**src/rtl/rmw_pkg.sv**
```systemverilog
package rmw_pkg;
  localparam int BYTE_W = 8;
  localparam int DATA_W = 16;
  localparam int LANES  = DATA_W / BYTE_W;

  typedef enum logic [2:0] {
    OP_SHL  = 3'd0,
    OP_SHR  = 3'd1,
    OP_ROL  = 3'd2,
    OP_ROR  = 3'd3,
    OP_INC  = 3'd4,
    OP_DEC  = 3'd5,
    OP_TSET = 3'd6,
    OP_TCLR = 3'd7
  } rmw_op_e;

  typedef enum logic [2:0] {
    ST_IDLE  = 3'd0,
    ST_RD_LO = 3'd1,
    ST_RD_HI = 3'd2,
    ST_GAP   = 3'd3,
    ST_WR_HI = 3'd4,
    ST_WR_LO = 3'd5
  } rmw_st_e;

  typedef struct packed {
    logic c;
    logic z;
    logic n;
  } rmw_flags_t;
endpackage

```
**src/rtl/rmw_ctrl.sv**
```systemverilog
module rmw_ctrl
  import rmw_pkg::*;
(
  input  logic    clk_i,
  input  logic    rst_ni,
  input  logic    start_i,
  input  logic    narrow_i,
  output rmw_st_e state_o,
  output logic    accept_o,
  output logic    narrow_o
);
  rmw_st_e state_q, state_d;
  logic    narrow_q;

  assign accept_o = (state_q == ST_IDLE) && start_i;

  always_comb begin
    state_d = state_q;
    unique case (state_q)
      ST_IDLE:  if (start_i) state_d = ST_RD_LO;
      ST_RD_LO: state_d = narrow_q ? ST_GAP : ST_RD_HI;
      ST_RD_HI: state_d = ST_GAP;
      ST_GAP:   state_d = narrow_q ? ST_WR_LO : ST_WR_HI;
      ST_WR_HI: state_d = ST_WR_LO;
      ST_WR_LO: state_d = ST_IDLE;
      default:  state_d = ST_IDLE;
    endcase
  end

  always_ff @(posedge clk_i or negedge rst_ni) begin
    if (!rst_ni) begin
      state_q  <= ST_IDLE;
      narrow_q <= 1'b1;
    end else begin
      state_q <= state_d;
      if (accept_o) narrow_q <= narrow_i;
    end
  end

  assign state_o  = state_q;
  assign narrow_o = narrow_q;

  // the idle cycle only ever follows a read
  a_r1_gap_after_read: assert property (@(posedge clk_i) disable iff (!rst_ni)
    (state_q == ST_GAP) |-> ($past(state_q) == ST_RD_LO || $past(state_q) == ST_RD_HI));

  // a start seen while busy never restarts the read phase
  a_r10_no_restart: assert property (@(posedge clk_i) disable iff (!rst_ni)
    (state_q != ST_IDLE && start_i) |=> (state_q != ST_RD_LO));
endmodule

```
**src/rtl/rmw_opnd.sv**
```systemverilog
module rmw_opnd
  import rmw_pkg::*;
(
  input  logic              clk_i,
  input  logic              rst_ni,
  input  logic [LANES-1:0]  ld_i,
  input  logic              clr_up_i,
  input  logic [BYTE_W-1:0] byte_i,
  output logic [DATA_W-1:0] value_o
);
  for (genvar g = 0; g < LANES; g++) begin : g_lane
    logic [BYTE_W-1:0] lane_q;
    always_ff @(posedge clk_i or negedge rst_ni) begin
      if (!rst_ni)                 lane_q <= '0;
      else if (ld_i[g])            lane_q <= byte_i;
      else if (clr_up_i && g != 0) lane_q <= '0;
    end
    assign value_o[g*BYTE_W +: BYTE_W] = lane_q;
  end
endmodule

```
**src/rtl/rmw_alu.sv**
```systemverilog
module rmw_alu
  import rmw_pkg::*;
(
  input  logic [DATA_W-1:0] opnd_i,
  input  logic [DATA_W-1:0] acc_i,
  input  rmw_op_e           op_i,
  input  logic              narrow_i,
  input  logic              c_i,
  input  logic              n_i,
  output logic [DATA_W-1:0] res_o,
  output rmw_flags_t        flags_o
);
  localparam logic [DATA_W-1:0] NMASK = {{(DATA_W-BYTE_W){1'b0}}, {BYTE_W{1'b1}}};
  localparam logic [DATA_W-1:0] NTOP  = DATA_W'(1) << (BYTE_W - 1);
  localparam logic [DATA_W-1:0] WTOP  = DATA_W'(1) << (DATA_W - 1);

  logic [DATA_W-1:0] mask, opm, accm, raw, top_bit;
  logic              top_in, top_res, bit_test;

  always_comb begin
    mask     = narrow_i ? NMASK : '1;
    top_bit  = narrow_i ? NTOP : WTOP;
    opm      = opnd_i & mask;
    accm     = acc_i & mask;
    top_in   = |(opm & top_bit);
    bit_test = (op_i == OP_TSET) || (op_i == OP_TCLR);
    flags_o.c = c_i;
    raw       = opm;
    unique case (op_i)
      OP_SHL:  begin raw = opm << 1;                     flags_o.c = top_in; end
      OP_SHR:  begin raw = opm >> 1;                     flags_o.c = opm[0]; end
      OP_ROL:  begin raw = (opm << 1) | DATA_W'(c_i);    flags_o.c = top_in; end
      OP_ROR:  begin raw = (opm >> 1) | (c_i ? top_bit : '0); flags_o.c = opm[0]; end
      OP_INC:  raw = opm + 1'b1;
      OP_DEC:  raw = opm - 1'b1;
      OP_TSET: raw = opm | accm;
      OP_TCLR: raw = opm & ~accm;
      default: raw = opm;
    endcase
    res_o     = raw & mask;
    top_res   = |(res_o & top_bit);
    flags_o.z = bit_test ? ((opm & accm) == '0) : (res_o == '0);
    flags_o.n = bit_test ? n_i : top_res;
  end
endmodule

```
**src/rtl/rmw_seq.sv**
```systemverilog
module rmw_seq
  import rmw_pkg::*;
#(
  parameter int AW = 16
) (
  input  logic              clk_i,
  input  logic              rst_ni,
  input  logic              start_i,
  input  logic [2:0]        op_i,
  input  logic              narrow_i,
  input  logic [AW-1:0]     addr_i,
  input  logic [DATA_W-1:0] acc_i,
  input  logic              carry_i,
  input  logic              neg_i,
  output logic [AW-1:0]     mem_addr_o,
  input  logic [BYTE_W-1:0] mem_rdata_i,
  output logic [BYTE_W-1:0] mem_wdata_o,
  output logic              mem_rd_o,
  output logic              mem_wr_o,
  output logic              busy_o,
  output logic              done_o,
  output logic              carry_o,
  output logic              zero_o,
  output logic              neg_o,
  output logic [BYTE_W-1:0] obus_o
);
  rmw_st_e           state;
  logic              accept, narrow;
  logic [AW-1:0]     base_q;
  logic [DATA_W-1:0] acc_q, opnd, alu_res, res_q;
  rmw_op_e           op_q;
  logic              cin_q, nin_q, done_q;
  rmw_flags_t        alu_flags, stage_q, flags_q;
  logic [BYTE_W-1:0] obus_q;
  logic [LANES-1:0]  ld;

  rmw_ctrl u_ctrl (
    .clk_i    (clk_i),
    .rst_ni   (rst_ni),
    .start_i  (start_i),
    .narrow_i (narrow_i),
    .state_o  (state),
    .accept_o (accept),
    .narrow_o (narrow)
  );

  assign ld = {state == ST_RD_HI, state == ST_RD_LO};

  rmw_opnd u_opnd (
    .clk_i    (clk_i),
    .rst_ni   (rst_ni),
    .ld_i     (ld),
    .clr_up_i (state == ST_RD_LO),
    .byte_i   (mem_rdata_i),
    .value_o  (opnd)
  );

  rmw_alu u_alu (
    .opnd_i   (opnd),
    .acc_i    (acc_q),
    .op_i     (op_q),
    .narrow_i (narrow),
    .c_i      (cin_q),
    .n_i      (nin_q),
    .res_o    (alu_res),
    .flags_o  (alu_flags)
  );

  always_ff @(posedge clk_i or negedge rst_ni) begin
    if (!rst_ni) begin
      base_q  <= '0;
      acc_q   <= '0;
      op_q    <= OP_SHL;
      cin_q   <= 1'b0;
      nin_q   <= 1'b0;
      res_q   <= '0;
      stage_q <= '0;
      flags_q <= '0;
      obus_q  <= '0;
      done_q  <= 1'b0;
    end else begin
      done_q <= 1'b0;
      if (accept) begin
        base_q <= addr_i;
        acc_q  <= acc_i;
        op_q   <= rmw_op_e'(op_i);
        cin_q  <= carry_i;
        nin_q  <= neg_i;
      end
      if (state == ST_GAP) begin
        res_q   <= alu_res;
        stage_q <= alu_flags;
      end
      if (state == ST_WR_LO) begin
        flags_q <= stage_q;
        obus_q  <= res_q[BYTE_W-1:0];
        done_q  <= 1'b1;
      end
    end
  end

  assign mem_rd_o    = (state == ST_RD_LO) || (state == ST_RD_HI);
  assign mem_wr_o    = (state == ST_WR_HI) || (state == ST_WR_LO);
  assign mem_addr_o  = ((state == ST_RD_HI) || (state == ST_WR_HI)) ? base_q + 1'b1 : base_q;
  assign mem_wdata_o = (state == ST_WR_HI) ? res_q[DATA_W-1:BYTE_W] : res_q[BYTE_W-1:0];
  assign busy_o      = (state != ST_IDLE);
  assign done_o      = done_q;
  assign carry_o     = flags_q.c;
  assign zero_o      = flags_q.z;
  assign neg_o       = flags_q.n;
  assign obus_o      = obus_q;

  // the first write of an operation follows a cycle with no strobe
  a_r1_gap_before_write: assert property (@(posedge clk_i) disable iff (!rst_ni)
    $rose(mem_wr_o) |-> $past(busy_o && !mem_rd_o));

  a_r1_one_strobe: assert property (@(posedge clk_i) disable iff (!rst_ni)
    $onehot0({mem_rd_o, mem_wr_o}));

  // completion is a single pulse right after the last write
  a_r9_done_pulse: assert property (@(posedge clk_i) disable iff (!rst_ni)
    done_o |=> !done_o);

  a_r9_done_after_write: assert property (@(posedge clk_i) disable iff (!rst_ni)
    done_o |-> (!busy_o && $past(mem_wr_o)));

  // open-bus latch equals the last byte driven on the write bus
  a_r8_obus_last_write: assert property (@(posedge clk_i) disable iff (!rst_ni)
    done_o |-> (obus_o == $past(mem_wdata_o)));

  // increment and decrement pass the captured carry through
  a_r5_carry_kept: assert property (@(posedge clk_i) disable iff (!rst_ni)
    (done_o && (op_q == OP_INC || op_q == OP_DEC)) |-> (carry_o == cin_q));

  // bit-test operations keep the captured negative flag
  a_r6_neg_kept: assert property (@(posedge clk_i) disable iff (!rst_ni)
    (done_o && (op_q == OP_TSET || op_q == OP_TCLR)) |-> (neg_o == nin_q));
endmodule

```
**config.mk**
```make
export PLATFORM = sky130hd
export DESIGN_NAME = rmw_seq
export DESIGN_NICKNAME = d
export VERILOG_FILES = /design/src/rtl/rmw_pkg.sv /design/src/rtl/rmw_ctrl.sv /design/src/rtl/rmw_opnd.sv /design/src/rtl/rmw_alu.sv /design/src/rtl/rmw_seq.sv
export SDC_FILE = /design/constraint.sdc
export NUM_CORES = 1
export LEC_CHECK = 0
export CORE_MARGIN = 2
export CORE_UTILIZATION = 52
export DETAILED_ROUTE_END_ITERATION = 12
export DONT_BUFFER_PORTS = 1
export HOLD_SLACK_MARGIN = 0.1
export PLACE_DENSITY = 0.67
export SYNTH_ARGS = -nofsm -noshare
export SYNTH_HDL_FRONTEND = slang
export SYNTH_SLANG_ARGS = --single-unit
export TNS_END_PERCENT = 20
```
**constraint.sdc**
```tcl
create_clock -name clk_i -period 8.9 [get_ports clk_i]
set_clock_uncertainty 0.1 [all_clocks]
set_input_delay 1.78 -clock clk_i [delete_from_list [all_inputs] [get_ports clk_i]]
set_output_delay 1.78 -clock clk_i [all_outputs]
set_load 0.02 [all_outputs]
```
Yosys cells after proc, flatten, opt, wreduce, memory -nomap -nowiden
Cells that the tools add are included.
- add/sub/neg operators: 3
- multiplexer cells: 16
- equality and inequality tests: 13
- reductions and logical operators: 15
- bitwise logic cells: 11
- operators with widths (operator ; number):
    16-bit case mux with 8 select lines ; 1
    16-bit AND ; 7
    16-bit 2-to-1 mux ; 4
    16-bit by 1-bit adder with 16-bit output, second input constant ; 2
    16-bit zero test ; 2
    16-bit OR reduction ; 2
    8-bit 2-to-1 mux ; 3
    3-bit equality test, second input constant ; 6
    16-bit NOT ; 1
    15-bit by 16-bit OR with 16-bit output ; 1
    16-bit by 1-bit OR with 16-bit output ; 1
    16-bit OR ; 1
    16-bit by 1-bit subtractor with 16-bit output, second input constant ; 1
    3-bit case mux with 5 select lines ; 1
    3-bit by 2-bit equality test with 1-bit output, second input constant ; 4
    3-bit by 1-bit equality test with 1-bit output, second input constant ; 2
    3-bit zero test ; 2
    1-bit 2-to-1 mux ; 5
    1-bit logical OR ; 4
    2-bit OR reduction ; 2
    3-bit 2-to-1 mux ; 1
    3-bit nonzero test ; 1
    2-bit != test, second input constant ; 1
    1-bit case mux with 2 select lines ; 1
    other kinds (2) ; 2
- word-level logic and storage cells: 76
- bits in registers: 88

Logic depth before layout (Yosys ltp)
Gate-level depths: netlist (run 1).
- depth after elaboration: 9
- depth in mapped cells: 13
- gate-level depth less buffers: 11

Cells and area by module
A second synthesis (run 1) with hierarchy kept.
- cell total of the unflattened synthesis: 564
- area, all modules: 5896.9 um2
- by module, submodules not included (module ; area each (um2) ; seq. area each (um2) ; times used ; cells an instance):
    rmw_seq ; 3001.6 ; 1701.6 ; 1 ; 208
    rmw_alu ; 2074.5 ; 0.0 ; 1 ; 307
    rmw_opnd ; 633.1 ; 400.4 ; 1 ; 35
    rmw_ctrl ; 187.7 ; 101.3 ; 1 ; 14

Worst setup path before layout (run 1)
Ideal clock, no wire load.
- path type: flip-flop to output port
- start: register u_ctrl.state_q[2], in the netlist u_ctrl.state_o[2]
- end: output port mem_addr_o[12]
- arrival time: 2.118 ns
- setup slack: 4.902 ns
- stages on the path, launching flop included: 10
- cells stage by stage: dfrtp_1 > clkbuf_1 > nor2b_1 > clkbuf_1 > o21ba_2 > and4_1 > and2_1 > nand4_1 > nor2_1 > xor2_1
- cells in the longest elaborated chain, start to end: 3
- ends and longest elaborated chain (what ; line ; RTL):
    start: declaration ; rmw_ctrl.sv:12 ; rmw_st_e state_q, state_d;
    start signal: assignment ; rmw_ctrl.sv:35 ; state_q <= state_d;
    3-bit by 2-bit equality test with 1-bit output or 3-bit equality test (tied branches) ; rmw_seq.sv:104 ; assign mem_addr_o = ((state == ST_RD_HI) || (state == ST_WR_HI)) ? base_q + 1'b1 : base_q;
    1-bit logical OR (*) ; rmw_seq.sv:104 ;
    16-bit 2-to-1 mux (*) ; rmw_seq.sv:104 ;
    end: declaration ; rmw_seq.sv:15 ; output logic [AW-1:0] mem_addr_o,
Mark *: on every way between the ends. The rest lies on a longest branch, timed or not.

Worst setup path in the final report (run 1)
- start: register u_ctrl.state_q[1], in the netlist u_ctrl.state_o[1]
- end: output port mem_addr_o[13]
Same word-level chain as after synthesis.

==> impl_metrics.csv, run 1 <==
group,metric,value,unit
outcome,status,"completed",
pwr,power_frac_seq,0.389,
setup_path,crit_required,7.02,ns
synth,synth_top_family_by_area,"simple AND/OR/NAND/NOR gates",
clock_tree,cts.reportedPaths.clkPinSlew,0.09,ns
clock_tree,clock_path_buffers,2,
floorplan,core-area,0.0107,sq mm
cells_and_area,nets,616,
timing,setup_viol,0,
grt,grt-busiest-layer,"met2",
grt,grtUsageMet3,0.0645,
synth,synthSimpleGateAreaFrac,0.175,
timing,period_share,0.550,
grt,grt_max_degree,89,
setup_path,rr_endpoint,"stage_q[0]",
cells_and_area,n_fill_cell,980,
synth,synthDistinctLibCells,73,
grt,antenna_found_initial,0,
synth,synth-xor-area-share,0.0466,
pwr,cellInternalPower,1.22,mW
synth,ys_ff_latch,88,
timing,maxSlewViolCount,0,
floorplan,fp-row-count,38,
clock_tree,postCtsHoldBufs,0,
route,dr.pass1.iters,5,
placed_design,place_area,0.00567,sq mm
timing,slew_headroom,0.276,
placed_design,portBuffers,0,
floorplan,die_w,108,um
route,wl_per_cell,21.1,um
placed_design,hpwl,11000,um
synth,synth_ff_type,"dfrtp_1",
hold_path,min_path_cells,2,
cells_and_area,multi_input_area,0.00321,sq mm
pwr,p_comb_frac,0.497,
clock_tree,post_cts_buffers,0,
route,vias,4536,
setup_path,regToRegSetupSlack,4.32,ns
synth,ys_async_sr_fraction,1.00,
timing,worstMarginPinSlew,1.08,ns
route,drc,0,
grt,met2_usage,0.411,
setup_path,timing.reg2reg.worst_path_depth,11,
clock_tree,h-tree-depth,3,
clock_tree,cts_tree,"done",
grt,grt_pass1_wl,23900,um
clock_tree,cts.sinks,88,
setup_path,path_buf_inv,0,
setup_path,worst-setup-path-type,"reg -> out",
clock_tree,clockRootBuffer,"clkbuf_8",
setup_path,crit_chain,"nor2b_1 > o21ba_2 > and4_1 > nand3_1 > nor2_1 > nand4_1 > xnor2_1",
grt,use_met1,0.358,
synth,synth_seq_area_share,0.391,
grt,grt_usage,0.266,
pwr,p_sw,1.15,mW
synth,synth_area_per_cell,9.58,sq um
floorplan,num_io_pins,88,
cells_and_area,area_growth,4.02,%
timing,fmax,204,MHz
cells_and_area,design_area,0.00586,sq mm
grt,grt_pass1_vias,4437,
synth,netlist_instances,588,
clock_tree,clock_latency,0.36,ns
clock_tree,cts_resized,0,
floorplan,die_y,108,um
pwr,p_leak,2.35,nW
route,totalWireLength,14900,um
timing,finalHoldViolations,0,
setup_path,critical_path.top_delay_family,"simple AND/OR/NAND/NOR gates",
hold_path,hp-start,"stage_q[2]",
synth,synth_compound_area_frac,0.173,
setup_path,setup.worst_path.end_class,"primary output",
clock_tree,numCtsBuffers,9,
synth,synth_edf_count,0,
setup_path,crit_path_max_fanout,16,
pwr,switching_share,0.486,
setup_path,reg2reg_from,"op_q[2]",
cells_and_area,seq_area,0.00220,sq mm
synth,muxShareOfSynthArea,0.163,
hold_path,holdPathEnd,"stage_q[2]",
hold_path,min_path_type,"reg -> reg",
timing,setup_slack,4.00,ns
floorplan,fp.dieArea,0.0117,sq mm
pwr,clkPwrFrac,0.114,
setup_path,critPathSlowestCell,"dfrtp_1",
grt,overflow,0,
setup_path,startpoint_type,"flip-flop",
timing,rsz0062_at_grt,"false",
timing,tns,0,ns
placed_design,place_ws,4.37,ns
placed_design,gp_congestion,0.899,
setup_path,slowest_delay,0.62,ns
synth,yosys.area_share.adder,0.0111,
synth,yosys_warnings,0,
setup_path,cp.arrival,3.02,ns
synth,synth_fp_nets,642,
pwr,p_per_area,405,mW/mm^2
job,max_cap_viol_count,0,
cells_and_area,drive_above_1_share,0.182,
pwr,ir_drop,0.201,mV
route,routed_via_density,6.42,
timing,fin_crit,4.90,ns
cells_and_area,antenna_cells,0,
route,ant_nets,0,
route,drt-initial-drc-count,429,
floorplan,start_util,0.527,
synth,syn_area,0.00563,sq mm
[worst max-delay path by stage]
stage | start | endpoint | slack [ns] | depth (start not counted)
2_1_floorplan | u_ctrl.state_o[2] | mem_addr_o[12] | 4.90 | 9
3_3_place_gp | u_ctrl.state_o[1] | mem_addr_o[13] | 4.41 | 7
3_5_place_dp | u_ctrl.state_o[1] | mem_addr_o[13] | 4.37 | 7
4_1_cts | u_ctrl.state_o[1] | mem_addr_o[13] | 3.95 | 7
5_1_grt | u_ctrl.state_o[1] | mem_addr_o[13] | 3.74 | 7
6_report | u_ctrl.state_o[1] | mem_addr_o[13] | 4.00 | 7
[cells in the mapped netlist, drive strengths merged, types with 4 or more instances]
library cell | count | share of area
nand4 | 11 | 0.012
o211ai | 7 | 0.010
nor2b | 19 | 0.021
a221oi | 7 | 0.011
o21ai | 41 | 0.036
ha | 5 | 0.011
nor3 | 14 | 0.012
a211oi | 9 | 0.012
a31oi | 8 | 0.0089
nor2 | 34 | 0.023
clkbuf | 28 | 0.019
nand3 | 9 | 0.0080
and4 | 8 | 0.013
inv | 16 | 0.011
buf | 12 | 0.011
mux2 | 69 | 0.14
nand2b | 8 | 0.0089
xor2 | 4 | 0.0062
xnor2 | 26 | 0.040
a2111oi | 5 | 0.011
a22oi | 4 | 0.0053
a21oi | 24 | 0.021
nand2 | 53 | 0.035
mux2i | 14 | 0.025
dfrtp | 87 | 0.39
or4 | 4 | 0.0053
[cell usage in the layout (no fill, tap or decap), types with 11 or more instances in the layout]
cell     synthesis  layout
xnor2_1         26      26
mux2_2          69      69
inv_1           13      13
nand2_1         53      53
nand4_1         11      11
dfrtp_1         87      87
mux2i_1         14      14
nor2b_1         19      19
nor2_1          34      33
o21ai_0         38      38
a21oi_1         24      24
nor3_1          14      14
[flip-flops by register name (all words and copies together), names as in the netlist]
register / flops
u_ctrl.narrow_o: 1
base_q: 16
done_o: 1
res_q: 16
nin_q: 1
obus_o: 8
u_ctrl.state_o: 3
u_opnd.g_lane.lane_q: 16
op_q: 3
cin_q: 1
stage_q: 3
carry_o: 1
neg_o: 1
acc_q: 16
zero_o: 1
[cell families (layout without fill, tap and decap cells)]
kind of cell | after synthesis | in the layout
and+or+nand+nor | 184 | 184
AOI/OAI and AO/OA | 142 | 142
DFF | 88 | 88
muxes | 83 | 83
buffers and inverters | 56 | 35
xor gates and xnor gates | 30 | 30
adders and majority gates | 5 | 5
[worst register-to-register path: stages, from the launching register on]
cell and delay [ns]:
dfrtp_1 0.96, nand3b_1 0.67, inv_2 0.47, ha_1 0.26, nor4b_1 0.41, mux2i_1 0.20, a2111oi_2 0.36, a221oi_1 0.14
a2111oi_2 0.40, nor3_1 0.13, a21boi_1 0.16, o31ai_2 0.25
[power groups by stage]
| stage | registers [mW] | clock network [mW] | logic (mW) |
|---|---|---|---|
| final | 0.924 | 0.270 | 1.18 |
| after global routing | 0.963 | 0.292 | 1.28 |
| after CTS | 0.919 | 0.276 | 1.17 |
| after detailed placement | 0.927 | 0 | 1.16 |
| after global placement | 0.912 | 0 | 1.15 |
| after floorplan | 0.744 | 0 | 1.05 |
[cell type report]
class / instances / share of cell area
multi-input combinational: 444 / 0.548
sequential: 88 / 0.376
tap: 140 / 0.0299
clock buffer: 11 / 0.0224
inverter: 16 / 0.0102
clock inverter: 5 / 0.00961
timing repair buffer: 3 / 0.00384
[layer usage]
layer | share of wire | up-vias
met1 | 0.43 | 2183
met4 | 0.035 | 0
met2 | 0.46 | 201
met3 | 0.074 | 32
li1 | - | 2120
met5 | 0 | -
[stage by stage]
step,hold slack (ns),util,std cells,power [mW]
floorplan,0.344,-,588,1.80
global placement,0.358,0.530,691,2.06
detailed placement,0.368,0.530,691,2.09
CTS,0.388,0.548,707,2.37
global route,0.430,0.548,707,2.53
finish,0.389,0.548,707,2.37
Note: power is estimated with default switching activity, not from simulation.
==> inputs of run 2 (changes only) <==
Settings changed: ABC_AREA set to 1.
Clock period 8.9 ns to 4.93 ns, I/O delays scaled along.
==> impl_metrics.csv, run 2 <==
group,metric,value,unit
placed_design,place_ws,1.29,ns
timing,fmax,248,MHz
cells_and_area,n_fill_cell,1083,
synth,ys_async_sr_fraction,1.00,
floorplan,fp.dieArea,0.0117,sq mm
grt,grt_pass1_vias,4863,
placed_design,place_area,0.00570,sq mm
route,vias,5230,
grt,grt_max_degree,89,
grt,grt_pass1_wl,25500,um
route,drc,0,
setup_path,slowest_delay,0.44,ns
clock_tree,clockRootBuffer,"clkbuf_8",
floorplan,fp-row-count,38,
synth,synth_area_per_cell,7.17,sq um
cells_and_area,final_cell_mix,"195 x nand2_1, 99 x inv_1, 87 x dfrtp_1, 78 x nor2_1, 70 x o21ai_0",
synth,synth_ff_type,"dfrtp_1",
setup_path,startpoint_type,"flip-flop",
clock_tree,cts.reportedPaths.clkPinSlew,0.09,ns
setup_path,critPathSlowestCell,"dfrtp_1",
synth,synthSimpleGateAreaFrac,0.293,
timing,fin_crit,4.03,ns
grt,grt_usage,0.281,
synth,synth_compound_area_frac,0.151,
route,dr.pass1.iters,5,
timing,finalHoldViolations,0,
route,totalWireLength,15700,um
setup_path,setup.worst_path.end_class,"primary output",
pwr,clkPwrFrac,0.126,
timing,worst_hold_slack,0.207,ns
cells_and_area,drive_above_1_share,0.0809,
pwr,cellInternalPower,1.91,mW
cells_and_area,antenna_cells,0,
pwr,p_per_area,688,mW/mm^2
grt,antenna_found_initial,0,
floorplan,die_y,108,um
timing,setup_viol,0,
setup_path,rr_endpoint,"stage_q[1]",
clock_tree,post_cts_buffers,0,
synth,ys_ff_latch,88,
timing,setup_slack,0.901,ns
clock_tree,numCtsBuffers,9,
clock_tree,cts.sinks,88,
route,ant_nets,0,
pwr,power,4.06,mW
clock_tree,clock_latency,0.36,ns
clock_tree,cts_resized,0,
route,routed_via_density,5.69,
job,max_cap_viol_count,0,
pwr,p_sw,2.14,mW
placed_design,hpwl,11900,um
route,wl_per_cell,17.1,um
timing,period_share,0.817,
route,drt-initial-drc-count,334,
synth,synth_seq_area_share,0.390,
clock_tree,clock_path_buffers,2,
synth,ys_top_cells_by_area,"dfrtp_1 39%, nand2_1 13%, inv_1 6.6%, o21ai_0 6.2%, nor2_1 5.2%",
timing,rsz0062_at_grt,"false",
floorplan,start_util,0.528,
synth,yosys.area_share.adder,0.0111,
synth,muxShareOfSynthArea,0.0279,
outcome,status,"completed",
synth,synth_edf_count,0,
cells_and_area,area_growth,4.39,%
synth,synth.top_cell.area_share,0.386,
synth,synth_fp_nets,842,
cells_and_area,design_area,0.00589,sq mm
synth,netlist_instances,788,
setup_path,timing.reg2reg.worst_path_depth,16,
synth,netlist_top_cells_count,"195 x nand2_1, 99 x inv_1, 87 x dfrtp_1",
clock_tree,h-tree-depth,3,
setup_path,crit_chain,"nor2_2 > nand2_1 > inv_2 > nor2_1 > nor2_2 > nand3_1 > nor3_1 > nand4_1 > nor2_1 > nand3_1 > xnor2_1",
floorplan,die_w,108,um
synth,synth-xor-area-share,0.0324,
timing,tns,0,ns
synth,yosysMostFrequentCell,"nand2_1",
pwr,ir_drop,0.399,mV
setup_path,crit_path_max_fanout,15,
synth,synth_top_family_by_area,"simple AND/OR/NAND/NOR gates",
pwr,switching_share,0.529,
clock_tree,postCtsHoldBufs,0,
synth,syn_area,0.00565,sq mm
pwr,power_frac_seq,0.354,
setup_path,regToRegSetupSlack,1.73,ns
setup_path,worst-setup-path-type,"reg -> out",
synth,synth_largest_area_cell,"dfrtp_1",
pwr,p_leak,2.98,nW
placed_design,portBuffers,0,
timing,worstMarginPinSlew,1.16,ns
hold_path,min_path_type,"in -> async",
timing,slew_headroom,0.218,
setup_path,cp.arrival,2.94,ns
clock_tree,cts_tree,"done",
cells_and_area,final_common_cell,"nand2_1",
pwr,p_comb_frac,0.520,
floorplan,core-area,0.0107,sq mm
timing,maxSlewViolCount,0,
cells_and_area,nets,828,
setup_path,reg2reg_from,"op_q[2]",
synth,yosys_warnings,0,
floorplan,num_io_pins,88,
grt,overflow,0,
synth,synthDistinctLibCells,47,
setup_path,crit_required,3.84,ns
placed_design,gp_congestion,0.954,
==> run 2: how the worst max path moves through the flow <==
| stage | start | to | slack, ns |
|---|---|---|---|
| finish | u_ctrl.state_o[0] | mem_addr_o[15] | 0.90 |
| global route | u_ctrl.state_o[0] | mem_addr_o[15] | 0.55 |
| CTS | u_ctrl.state_o[0] | mem_addr_o[15] | 0.88 |
| detailed placement | u_ctrl.state_o[0] | mem_addr_o[15] | 1.29 |
| global placement | u_ctrl.state_o[0] | mem_addr_o[15] | 1.39 |
| floorplan | u_ctrl.state_o[0] | mem_addr_o[15] | 1.81 |
==> run 2: routing by layer <==
layer / share of wire / track usage / vias to the layer above / routed length, um
met5: 0 / 0 / - / 0
met4: 0.016 / 0.0687 / 0 / 249
met3: 0.071 / 0.0542 / 22 / 1110
met2: 0.47 / 0.451 / 191 / 7330
met1: 0.45 / 0.393 / 2471 / 7030
li1: - / - / 2546 / -
==> run 2: worst max-delay path: cells and delay by family, from the launching register on <==
family	cells	cell delay, ns
AND/OR/NAND/NOR	9	1.50
XOR/XNOR	1	0.42
buffers and inverters	1	0.22
flip-flops	1	0.44
==> run 2: power groups by stage <==
| stage | Clock (mW) | Sequential, mW | Combinational [mW] |
|---|---|---|---|
| 2_1_floorplan | 0 | 1.30 | 1.71 |
| 3_3_place_gp | 0 | 1.43 | 2.04 |
| 3_5_place_dp | 0 | 1.45 | 2.08 |
| 4_1_cts | 0.521 | 1.43 | 2.08 |
| 5_1_grt | 0.558 | 1.49 | 2.36 |
| 6_report | 0.513 | 1.44 | 2.11 |
==> run 2: metrics by stage <==
| stage | util | instances |
|---|---|---|
| 6_report | 0.551 | 919 |
| 5_1_grt | 0.551 | 919 |
| 4_1_cts | 0.551 | 919 |
| 3_5_place_dp | 0.533 | 903 |
| 3_3_place_gp | 0.533 | 903 |
| 2_1_floorplan | - | 788 |
==> run 2: layout make-up <==
class | count | area [sq um] | share of cell area
Multi-Input combinational cell | 569 | 2920 | 0.495
Sequential cell | 88 | 2200 | 0.374
Inverter | 105 | 397 | 0.0673
Tap cell | 140 | 175 | 0.0297
Clock buffer | 10 | 128 | 0.0217
Clock inverter | 6 | 67.6 | 0.0115
Timing Repair Buffer | 1 | 7.51 | 0.00127
==> run 2: logic make-up after synthesis <==
family,count (synthesis)
buf+inv,131
simple gates,381
mux,14
compound gates,149
xor+xnor,20
fa+ha+maj,5
flops,88
==> inputs of run 3 (changes only) <==
Settings changed: PLACE_DENSITY 0.67 to 0.7.
Clock period 4.93 ns to 3.5 ns, I/O delays scaled along.
==> impl_metrics.csv, run 3 (synthesis gave the netlist of run 2 again) <==
group,metric,value,unit
clock_tree,numCtsBuffers,9,
grt,grt_max_degree,89,
setup_path,worst-setup-path-type,"reg -> out",
timing,fin_crit,3.32,ns
floorplan,fp.dieArea,0.0117,sq mm
cells_and_area,drive_above_1_share,0.107,
placed_design,portBuffers,0,
placed_design,place_area,0.00577,sq mm
placed_design,hpwl,12500,um
grt,grtUsageMet3,0.0615,
grt,grt_pass1_wl,26400,um
cells_and_area,final_cell_mix,"194 x nand2_1, 99 x inv_1, 86 x dfrtp_1, 76 x nor2_1, 70 x o21ai_0",
clock_tree,h-tree-depth,3,
job,max_cap_viol_count,0,
timing,fmax,301,MHz
setup_path,reg2reg_from,"op_q[0]",
timing,finalHoldViolations,0,
grt,met2_usage,0.470,
setup_path,timing.reg2reg.worst_path_depth,18,
cells_and_area,area_growth,7.20,%
floorplan,start_util,0.528,
setup_path,cp.arrival,2.52,ns
cells_and_area,design_area,0.00605,sq mm
setup_path,setup.worst_path.end_class,"primary output",
route,vias,5323,
route,wl_per_cell,17.7,um
timing,period_share,0.948,
cells_and_area,n_fill_cell,1063,
pwr,p_leak,3.08,nW
timing,slew_headroom,0.508,
clock_tree,cts_tree,"done",
timing,worstMarginPinSlew,0.734,ns
timing,tns,0,ns
timing,maxSlewViolCount,0,
clock_tree,cts.sinks,88,
placed_design,place_inst,913,
clock_tree,clockRootBuffer,"clkbuf_8",
clock_tree,cts.reportedPaths.clkPinSlew,0.10,ns
timing,setup_viol,0,
grt,antenna_found_initial,0,
cells_and_area,nets,843,
setup_path,startpoint_type,"flip-flop",
route,ant_nets,0,
floorplan,die_y,108,um
setup_path,critical_path.top_delay_family,"simple AND/OR/NAND/NOR gates",
pwr,p_per_area,966,mW/mm^2
cells_and_area,final_common_cell,"nand2_1",
floorplan,core-area,0.0107,sq mm
cells_and_area,fin_cells,934,
setup_path,regToRegSetupSlack,0.57,ns
setup_path,crit_path_max_fanout,15,
route,drt-initial-drc-count,577,
grt,use_met1,0.403,
cells_and_area,final_core_util,0.566,
outcome,status,"completed",
setup_path,crit_required,2.70,ns
clock_tree,clock_path_buffers,2,
route,drc,0,
setup_path,path_buf_inv,3,
floorplan,fp-row-count,38,
grt,grt_pass1_vias,5096,
floorplan,num_io_pins,88,
setup_path,critPathSlowestCell,"dfrtp_2",
route,totalWireLength,16500,um
setup_path,cp_common_cell,"nor2_2",
clock_tree,clock_latency,0.38,ns
cells_and_area,antenna_cells,0,
setup_path,slowest_delay,0.47,ns
grt,grt-busiest-layer,"met2",
setup_path,crit_chain,"nor2_4 > nand2_4 > inv_6 > nor2_2 > nor2_2 > nand3_1 > nor3_2 > nand4_1 > nor2_2 > buf_4 > xor2_1 > buf_4",
grt,grt_usage,0.295,
route,routed_via_density,5.70,
route,dr.pass1.iters,6,
floorplan,die_w,108,um
hold_path,min_path_type,"in -> async",
setup_path,rr_endpoint,"stage_q[1]",
placed_design,gp_congestion,0.941,
grt,overflow,0,
pwr,ir_drop,0.462,mV
==> run 3: changes by cell type in the layout (fill, tap and decap cells not counted), sizes merged <==
| cell | previous run | this run |
|---|---|---|
| inv | 106 | 108 |
| clkinvlp | 2 | 0 |
| clkinv | 2 | 3 |
| bufinv | 1 | 0 |
| buf | 1 | 16 |
==> run 3: worst max-delay path by stage <==
stage                       from             end  cells after the start
2_1_floorplan  u_ctrl.state_o[0]  mem_addr_o[15]                     11
3_5_place_dp   u_ctrl.state_o[0]  mem_addr_o[15]                     12
6_report       u_ctrl.state_o[0]  mem_addr_o[13]                     12
4_1_cts        u_ctrl.state_o[0]  mem_addr_o[15]                     12
5_1_grt        u_ctrl.state_o[1]  mem_addr_o[13]                     11
3_3_place_gp   u_ctrl.state_o[0]  mem_addr_o[15]                     12
==> run 3: power breakdown <==
group / internal (mW) / leakage (nW) / switching (mW) / total [mW]
Sequential: 1.48 / 1.07 / 0.526 / 2.00
Combinational: 0.960 / 1.91 / 2.19 / 3.15
Clock: 0.288 / 0.0994 / 0.406 / 0.694
Total: 2.72 / 3.08 / 3.13 / 5.85
==> run 3: cell type report <==
| class | instances | area, sq um | share of cell area |
|---|---|---|---|
| clock buffers | 10 | 138 | 0.0227 |
| multi-input cells | 569 | 2950 | 0.487 |
| flip-flops and latches | 88 | 2200 | 0.364 |
| repair buffers | 16 | 140 | 0.0231 |
| well taps | 140 | 175 | 0.0289 |
| clock inverters | 6 | 47.5 | 0.00785 |
| inverters | 105 | 402 | 0.0663 |
==> run 3: routing by layer <==
layer | vias up | share of wire
met5 | - | 0
met4 | 0 | 0.032
met3 | 35 | 0.086
met2 | 253 | 0.44
met1 | 2451 | 0.44
li1 | 2584 | -
==> run 3: metrics by stage <==
| step | hold slack [ns] | power (mW) | setup WS, ns |
|---|---|---|---|
| 6_report | 0.109 | 5.85 | 0.183 |
| 5_1_grt | 0.138 | 6.32 | -0.0290 |
| 4_1_cts | 0.133 | 5.79 | 0.0256 |
| 3_5_place_dp | 0.306 | 5.05 | 0.201 |
| 3_3_place_gp | 0.306 | 4.98 | 0.374 |
| 2_1_floorplan | 0.304 | 4.24 | 0.668 |
==> run 3: timing repair <==
action	4_1_cts	5_1_grt
hold buffers	1	0
endpoints found under the setup margin	4	4
pin swaps	2	2
endpoints found under the hold margin	88	0
gates cloned	0	0
gates resized for setup	5	5
setup buffers	2	2
